==> config.mk <==
export PLATFORM = sky130hd
export DESIGN_NAME = gpio_regblock
export DESIGN_NICKNAME = d
export VERILOG_FILES = /design/src/rtl/gpio_rb_pkg.sv /design/src/rtl/gpio_rb_decode.sv /design/src/rtl/gpio_rb_regs.sv /design/src/rtl/gpio_rb_rdmux.sv /design/src/rtl/gpio_regblock.sv
export SDC_FILE = /design/constraint.sdc
export NUM_CORES = 1
export LEC_CHECK = 0
export ABC_AREA = 1
export BUFFER_PORTS_ARGS = -buffer_cell sky130_fd_sc_hd__buf_2
export CAP_MARGIN = 40
export CORE_ASPECT_RATIO = 1.5
export CORE_MARGIN = 2
export CORE_UTILIZATION = 35
export CTS_CLUSTER_DIAMETER = 30
export DETAILED_ROUTE_END_ITERATION = 7
export GPL_TIMING_DRIVEN = 0
export HOLD_SLACK_MARGIN = 0.03
export SLEW_MARGIN = 40
export SYNTH_ARGS = -nofsm -noshare
export SYNTH_HDL_FRONTEND = slang
export SYNTH_SLANG_ARGS = --single-unit
==> constraint.sdc <==
create_clock -name clk -period 1.5 [get_ports clk]
set_clock_uncertainty 0.15 [all_clocks]
set_input_delay 0.45 -clock clk [delete_from_list [all_inputs] [get_ports clk]]
set_output_delay 0.45 -clock clk [all_outputs]
set_load 0.1 [all_outputs]
==> src/rtl/gpio_rb_pkg.sv <==
package gpio_rb_pkg;

  localparam int DATA_W = 32;

  // Byte offsets of the map (word aligned)
  localparam logic [7:0] OFF_LEVEL = 8'h00;
  localparam logic [7:0] OFF_DIR   = 8'h04;
  localparam logic [7:0] OFF_RAISE = 8'h08;
  localparam logic [7:0] OFF_LOWER = 8'h0C;
  localparam logic [7:0] OFF_EDGE0 = 8'h10;
  localparam logic [7:0] OFF_EDGE1 = 8'h14;
  localparam logic [7:0] OFF_EDGE2 = 8'h18;
  localparam logic [7:0] OFF_SPARE = 8'h20;

  typedef enum logic [2:0] {
    SEL_LEVEL,
    SEL_DIR,
    SEL_RAISE,
    SEL_LOWER,
    SEL_EDGE,
    SEL_SPARE,
    SEL_NONE
  } reg_sel_e;

endpackage

==> src/rtl/gpio_rb_decode.sv <==
module gpio_rb_decode
  import gpio_rb_pkg::*;
#(
  parameter int ADDR_W = 8
) (
  input  logic [ADDR_W-1:0] addr,
  input  logic              wr,
  input  logic              rd,
  output reg_sel_e          sel,
  output logic              wr_bad,
  output logic              rd_bad
);

  logic aligned;
  assign aligned = (addr[1:0] == 2'b00);

  always_comb begin
    sel = SEL_NONE;
    if (aligned) begin
      if      (addr == ADDR_W'(OFF_LEVEL)) sel = SEL_LEVEL;
      else if (addr == ADDR_W'(OFF_DIR))   sel = SEL_DIR;
      else if (addr == ADDR_W'(OFF_RAISE)) sel = SEL_RAISE;
      else if (addr == ADDR_W'(OFF_LOWER)) sel = SEL_LOWER;
      else if (addr == ADDR_W'(OFF_EDGE0) ||
               addr == ADDR_W'(OFF_EDGE1) ||
               addr == ADDR_W'(OFF_EDGE2)) sel = SEL_EDGE;
      else if (addr == ADDR_W'(OFF_SPARE)) sel = SEL_SPARE;
    end
  end

  // Readable: level, direction, spare. Writable: all but level and unmapped.
  always_comb begin
    rd_bad = 1'b0;
    wr_bad = 1'b0;
    if (rd) begin
      rd_bad = !(sel == SEL_LEVEL || sel == SEL_DIR || sel == SEL_SPARE);
    end
    if (wr) begin
      wr_bad = (sel == SEL_LEVEL || sel == SEL_NONE);
    end
  end

endmodule

==> src/rtl/gpio_rb_regs.sv <==
module gpio_rb_regs
  import gpio_rb_pkg::*;
#(
  parameter int W = DATA_W
) (
  input  logic         clk,
  input  logic         rst_n,
  input  logic         wr,
  input  reg_sel_e     sel,
  input  logic [W-1:0] wdata,
  output logic [W-1:0] level_q,
  output logic [W-1:0] dir_q,
  output logic [W-1:0] spare_q,
  output logic         strobe_drop
);

  logic         is_strobe;
  logic         overlap;
  logic [W-1:0] level_d;

  assign is_strobe   = wr && (sel == SEL_RAISE || sel == SEL_LOWER);
  assign overlap     = |(wdata & dir_q);
  assign strobe_drop = is_strobe && !overlap;

  always_comb begin
    level_d = level_q;
    if (is_strobe && overlap) begin
      if (sel == SEL_RAISE) level_d = level_q | wdata;
      else                  level_d = level_q & ~wdata;
    end
  end

  always_ff @(posedge clk or negedge rst_n) begin
    if (!rst_n) begin
      level_q <= '0;
      dir_q   <= '0;
      spare_q <= '0;
    end else begin
      level_q <= level_d;
      if (wr && sel == SEL_DIR)   dir_q   <= wdata;
      if (wr && sel == SEL_SPARE) spare_q <= wdata;
    end
  end

endmodule

==> src/rtl/gpio_rb_rdmux.sv <==
module gpio_rb_rdmux
  import gpio_rb_pkg::*;
#(
  parameter int W = DATA_W
) (
  input  logic         clk,
  input  logic         rst_n,
  input  logic         rd,
  input  reg_sel_e     sel,
  input  logic [W-1:0] level_q,
  input  logic [W-1:0] dir_q,
  input  logic [W-1:0] spare_q,
  output logic [W-1:0] rdata
);

  logic [W-1:0] rdata_d;

  always_comb begin
    rdata_d = '0;
    if (rd) begin
      unique case (sel)
        SEL_LEVEL: rdata_d = level_q;
        SEL_DIR:   rdata_d = dir_q;
        SEL_SPARE: rdata_d = spare_q;
        default:   rdata_d = '0;
      endcase
    end
  end

  always_ff @(posedge clk or negedge rst_n) begin
    if (!rst_n) rdata <= '0;
    else        rdata <= rdata_d;
  end

endmodule

==> src/rtl/gpio_regblock.sv <==
module gpio_regblock
  import gpio_rb_pkg::*;
#(
  parameter int ADDR_W    = 8,
  parameter int N_LOW_IRQ = 8
) (
  input  logic                 clk,
  input  logic                 rst_n,
  input  logic [ADDR_W-1:0]    bus_addr,
  input  logic                 bus_wr,
  input  logic [DATA_W-1:0]    bus_wdata,
  input  logic                 bus_rd,
  output logic [DATA_W-1:0]    bus_rdata,
  output logic [DATA_W-1:0]    pin_level,
  output logic [DATA_W-1:0]    pin_dir,
  output logic [N_LOW_IRQ:0]   irq_out,
  output logic                 acc_err
);

  localparam int N_IRQ = N_LOW_IRQ + 1;

  reg_sel_e          sel;
  logic              wr_bad, rd_bad, strobe_drop;
  logic [DATA_W-1:0] spare_q;

  gpio_rb_decode #(.ADDR_W(ADDR_W)) u_dec (
    .addr   (bus_addr),
    .wr     (bus_wr),
    .rd     (bus_rd),
    .sel    (sel),
    .wr_bad (wr_bad),
    .rd_bad (rd_bad)
  );

  gpio_rb_regs #(.W(DATA_W)) u_regs (
    .clk         (clk),
    .rst_n       (rst_n),
    .wr          (bus_wr),
    .sel         (sel),
    .wdata       (bus_wdata),
    .level_q     (pin_level),
    .dir_q       (pin_dir),
    .spare_q     (spare_q),
    .strobe_drop (strobe_drop)
  );

  gpio_rb_rdmux #(.W(DATA_W)) u_rd (
    .clk     (clk),
    .rst_n   (rst_n),
    .rd      (bus_rd),
    .sel     (sel),
    .level_q (pin_level),
    .dir_q   (pin_dir),
    .spare_q (spare_q),
    .rdata   (bus_rdata)
  );

  always_ff @(posedge clk or negedge rst_n) begin
    if (!rst_n) acc_err <= 1'b0;
    else        acc_err <= wr_bad || rd_bad || strobe_drop;
  end

  // Interrupt lines are present for wiring only and never driven active.
  for (genvar i = 0; i < N_IRQ; i++) begin : g_irq
    assign irq_out[i] = 1'b0;
  end

endmodule

==> results.cfg, run 1 <==
[status]
status = complete, but fails checks
violations = negative hold slack, negative setup slack

[power]
comb_power_share_pct = 19.9
leakage_nw = 5.32
power.internal_mw = 6.78
power_frac_clock_pct = 42.2
powerDensity_mw_per_mm2 = 907
peakVddDrop_mv = 0.609
netSwitchingPower_mw = 2.93
seq_power_share_pct = 37.9
swShare_pct = 30.1

[setup_path]
cpMaxStageDelayCell = dfrtp_4
r2r_setup_slack_ns = -0.27
timing.rr.start = u_regs.dir_q[5]
critPathCaptureType = output port
reg2reg_depth = 9
worst-path-buf-inv = 2
crit_start = u_regs.dir_q[4]
critical_path.top_delay_family = flip-flops
crit_fanout = 3
worstSetupStartpointType = register
cp.required_ns = 0.90
cpPeakStageDelay_ns = 0.50
cp_cell_sequence = buf_4, buf_12
crit_type = reg -> out
cp.arrival_ns = 1.23

[synthesis]
yosys_warnings = 0
yosys_register_bits = 129
yosysSeqAreaShare_pct = 53.5
ys_types = 21
netlist_instances = 763
synth_area_mm2 = 0.00604
avgSynthCellArea_um2 = 7.91

[global_route]
grt_overflow = 0
grt_pass1_vias = 6380
gr-usage-all-layers_pct = 23.9
grt_max_degree = 70
antenna_found_initial = 1
grt_pass1_wl_um = 34000

[die]
core_region_area_mm2 = 0.0168
dieArea_mm2 = 0.0183
rows = 58
fp.dieW_um = 111
ioPinCount = 150
die_height_um = 165
initial_core_util_pct = 35.9

[routing]
routed_wl_um = 22800
dr.pass1.iters = 5
drc = 0
wl_per_cell_um = 18.2
viasPerCell = 5.10
via_count = 6373
ant_nets = 0
drt_iter0_markers = 463

[cts]
clkLatencyLatePin_ns = 0.42
clkTransAtPathRegs_ns = 0.06
tritoncts = built
cts_buffer_depth = 2
numCtsBuffers = 17
clock_sinks = 129
cts_max_level = 4
cts_root_buf = clkbuf_16

[timing]
whs_ns = -0.187
layout_min_cycle_time_ns = 1.83
slew_headroom_pct = 61.5
rsz0062_at_grt = yes
max_freq_mhz = 546
setup_viol = 131
worst_slack_ns = -0.331
slew_viol_final = 0
tightest_slew_ns = 0.577
finalSetupTns_ns = -22.44
hold_viol_final = 60
finalCritPeriodShare_pct = 122

[place]
dpl.hpwl_um = 13900
port_buffers = 140
place_area_mm2 = 0.00764
gp_congestion = 0.795

[worst_hold_path]
hold_class = in -> async

[layout]
final_area_mm2 = 0.0107
syn_to_final_growth_pct = 77.3
seqCellArea_mm2 = 0.00339
fillers = 1353
drive_gt1_share_pct = 44.4
final_common_cell = nand2_1
multi_input_area_mm2 = 0.00265
final_cell_mix = 252 x nand2_1, 84 x nand3_1, 83 x buf_4, 77 x buf_12, 65 x dfrtp_1
final_nets = 1069

[run]
drv_cap = 0
## power by group through the flow
stage               clock network [mW]  logic, mW  registers (mW)
CTS                               4.13       1.68            3.68
finish                            4.10       1.93            3.68
detailed placement                   0       1.36            3.73
floorplan                            0      0.578            4.03
global placement                     0       1.35            3.73
global route                      4.27       2.02            3.68
## final cells by class
type / instances / share of cell area, %
timing repair buffer: 235 / 27.3
antenna: 1 / 0.0234
clock buffer: 19 / 4.14
inverter: 74 / 3.27
multi-input combinational: 517 / 24.7
buffer: 51 / 5.18
clock inverter: 13 / 1.30
tap: 210 / 2.45
sequential: 129 / 31.6
## kinds of logic after synthesis
family,share of synthesized area (%)
AND/OR/NAND/NOR,31.4
flip-flops,53.5
buffers and inverters,9.49
AO/OA/AOI/OAI,5.57
other,0.0621
## synth_stat cells
master     count  share of area (%)
a21boi_1       1               0.12
buf_1          4               0.25
buf_2         17                1.4
buf_4          9                1.1
buf_6          6                1.1
clkbuf_1      16               0.99
conb_1         1              0.062
dfrtp_1      129                 53
inv_1         67                4.2
inv_2          7               0.44
nand2_1      283                 18
nand2_2        2               0.21
nand3_1      102                8.5
nand4_1       34                3.5
nor2_1        15               0.93
nor2_2         1               0.10
nor2_4         1               0.19
nor3_1         1              0.083
nor3_2         2               0.33
o2111ai_1      1               0.15
o21ai_1       64                5.3
## routing by layer
metal	part of all wire, %	GRT usage [%]
met1	38	28.0
met2	54	44.0
met3	5.4	4.04
met4	2.4	8.53
met5	0	0
## worst max path at each step
stage	to	cells after the start
finish	pin_dir[4]	2
global route	pin_dir[4]	2
CTS	register	9
detailed placement	register	11
global placement	u_regs.dir_q[13]	1
floorplan	register	9
## through the flow
stage / hold WS (ns) / power [mW] / instances / util [%] / worst slack, ns
CTS: -0.171 / 9.49 / 1210 / 59.4 / -0.284
floorplan: 0.00441 / 4.61 / 771 / - / -0.219
global placement: 0.321 / 5.08 / 1121 / 45.2 / -2.46
global route: -0.161 / 9.97 / 1249 / 63.6 / -0.345
finish: -0.187 / 9.71 / 1249 / 63.6 / -0.331
detailed placement: 0.274 / 5.09 / 1122 / 45.4 / -0.681
## repair_timing
action	4_1_cts	5_1_grt
gates resized for setup	364	117
gates cloned	0	5
pin swaps	6	19
setup endpoints to repair	192	220
setup buffers	56	34
endpoints found under the hold margin	60	60
Power figures use the tool's default switching activity.
==> run 2: changes to the inputs <==
Settings changed: ABC_AREA 1 to unset, CELL_PAD_IN_SITES_DETAIL_PLACEMENT set to 1, CELL_PAD_IN_SITES_GLOBAL_PLACEMENT set to 1, PLACE_DENSITY_LB_ADDON set to 0.1, RECOVER_POWER set to 100.
==> results.cfg, run 2 <==
[synthesis]
yosys.area.top_type_share_pct = 52.3
ys_types = 27
ys.flop_type = dfrtp_1
synth_edf_count = 0
async_reset_ff_share_pct = 100
yosys_register_bits = 129
yosys_warnings = 0
synth_common_cells = 129 x dfrtp_1, 66 x nor2_1, 60 x mux2_4
synth_compound_area_share_pct = 8.17
avgSynthCellArea_um2 = 12.3
netlist_instances = 503
synth_adder_area_share_pct = 0
synth_simple_gate_area_share_pct = 8.62
synth_top_family_by_area = multiplexers
yosys.area.top_type = dfrtp_1
synth_area_mm2 = 0.00617
synthMuxAreaShare_pct = 26.4
synth.most_common_cell = dfrtp_1
synth_xor_area_share_pct = 0
ys_top_cells_by_area = dfrtp_1 52%, mux2_4 15%, mux2i_1 5.2%, mux2_1 4.9%, a21oi_1 4.6%
yosysSeqAreaShare_pct = 52.3

[routing]
wl_per_cell_um = 23.3
ant_nets = 0
via_count = 4892
viasPerCell = 5.13
drc = 0
drt_iter0_markers = 185
routed_wl_um = 22200
dr.pass1.iters = 4

[die]
rows = 59
core_region_area_mm2 = 0.0173
die_height_um = 167
fp.dieW_um = 112
initial_core_util_pct = 35.6
dieArea_mm2 = 0.0187
ioPinCount = 150

[timing]
hold_viol_final = 0
whs_ns = 0.0236
layout_min_cycle_time_ns = 2.15
slew_headroom_pct = 36.3
slew_viol_final = 0
setup_viol = 226
finalSetupTns_ns = -58.93
tightest_slew_ns = 0.956
worst_slack_ns = -0.647
rsz0062_at_grt = yes
max_freq_mhz = 466
finalCritPeriodShare_pct = 143

[cts]
numCtsBuffers = 17
cts_max_level = 4
tritoncts = built
clkLatencyLatePin_ns = 0.42
clkTransAtPathRegs_ns = 0.06
cts_buffer_depth = 2
clock_sinks = 129
cts_root_buf = clkbuf_16

[layout]
seqCellArea_mm2 = 0.00337
n_antenna_cell = 0
drive_gt1_share_pct = 66.2
final_common_cell = mux2_4
syn_to_final_growth_pct = 71.6
fillers = 1643
final_nets = 771
multi_input_area_mm2 = 0.00328
final_cells = 953
final_cell_mix = 90 x mux2_4, 89 x buf_12, 74 x dfrtp_1, 50 x buf_4, 40 x buf_2

[power]
powerDensity_mw_per_mm2 = 924
leakage_nw = 4.79
peakVddDrop_mv = 0.552

[global_route]
grt_pass1_vias = 5482
antenna_found_initial = 1
gr-usage-all-layers_pct = 23.2
grt_max_degree = 68
grt_overflow = 0
grt_pass1_wl_um = 33100

[setup_path]
cpPeakStageDelay_ns = 0.51
cp_cell_sequence = a22oi_2, nand4_1, nor2_4, buf_6, clkbuf_16, a21oi_4, mux2_4
timing.rr.start = u_regs.dir_q[13]
cpMaxStageDelayCell = dfrtp_4
reg2reg_depth = 7
r2r_setup_slack_ns = -0.65
crit_type = reg -> reg
cp.arrival_ns = 2.30
crit_fanout = 5
worstSetupStartpointType = register
cp.required_ns = 1.65
critPathCaptureType = register
crit_start = u_regs.dir_q[13]

[run]
drv_cap = 0

[status]
violations = negative setup slack
status = complete, but fails checks

[place]
place_ws_ns = -0.975
dpl.hpwl_um = 13300
post-place-cells = 865
port_buffers = 140
gp_congestion = 0.789

[worst_hold_path]
hold_class = in -> async
-- run 2: changes by cell type after synthesis, moves of 27 or more --
cell     change
nand2_1    -249
nand3_1     -99
inv_1       -67
o21ai_1     -64
mux2_4      +60
a21oi_1     +57
nor2_1      +51
mux2i_1     +32
nand4_1     -30
mux2_1      +27
-- run 2: report_power, final --
part           total, mW  internal [mW]  leakage, nW  switching (mW)
clock network       3.93           2.39        0.271            1.53
registers           3.70           3.59         1.69           0.105
logic               2.16          0.857         2.83            1.30
-- run 2: critical path: cells and delay by family (launching register included) --
kind                   cells  cell delay [ns]
flip-flops                 1             0.51
buffers and inverters      2             0.33
AO/OA/AOI/OAI              2             0.30
multiplexers               1             0.30
AND/OR/NAND/NOR            2             0.43
-- run 2: worst max-delay path by stage --
stage / endpoint / slack (ns)
2_1_floorplan: register / -0.47
3_3_place_gp: u_regs.dir_q[26] / -2.48
3_5_place_dp: register / -0.97
4_1_cts: register / -0.64
5_1_grt: register / -0.69
6_report: register / -0.65
-- run 2: cell type report --
cell class	count	share of cell area, %
sequential	129	31.8
multi-input combinational	339	31.0
timing repair buffer	197	25.0
clock buffer	25	4.58
buffer	43	4.56
tap	213	2.52
clock inverter	7	0.591
-- run 2: repair_timing --
| item | in CTS | in global routing |
|---|---|---|
| buffers inserted | 40 | 12 |
| gates resized for setup | 394 | 163 |
| setup endpoints to repair | 220 | 224 |
| pin swaps | 5 | 19 |
| endpoints found under the hold margin | 62 | 62 |
| gates cloned | 1 | 6 |
-- run 2: kinds of logic (layout without fill, tap and decap cells) --
kind of cell           count (synthesis)  count (layout)
AOI/OAI and AO/OA                     85              85
buffers and inverters                 43             272
DFF                                  129             129
muxes                                128             128
other                                  1               9
and+or+nand+nor                      117             117
-- run 2: stage by stage --
step	util, %	cell area [um2]	total power [mW]
after floorplan	-	6450	4.66
after global placement	42.7	7410	5.09
after detailed placement	43.0	7450	5.12
after CTS	56.3	9760	9.44
after global routing	61.0	10600	10.1
final	61.0	10600	9.78
-- run 2: metal layers --
metal	up-vias	routed length, um	global-route usage [%]
met1	2542	8760	28.0
met3	43	809	4.62
li1	2184	-	-
met2	123	12000	41.2
met5	-	0	0
met4	0	631	7.64
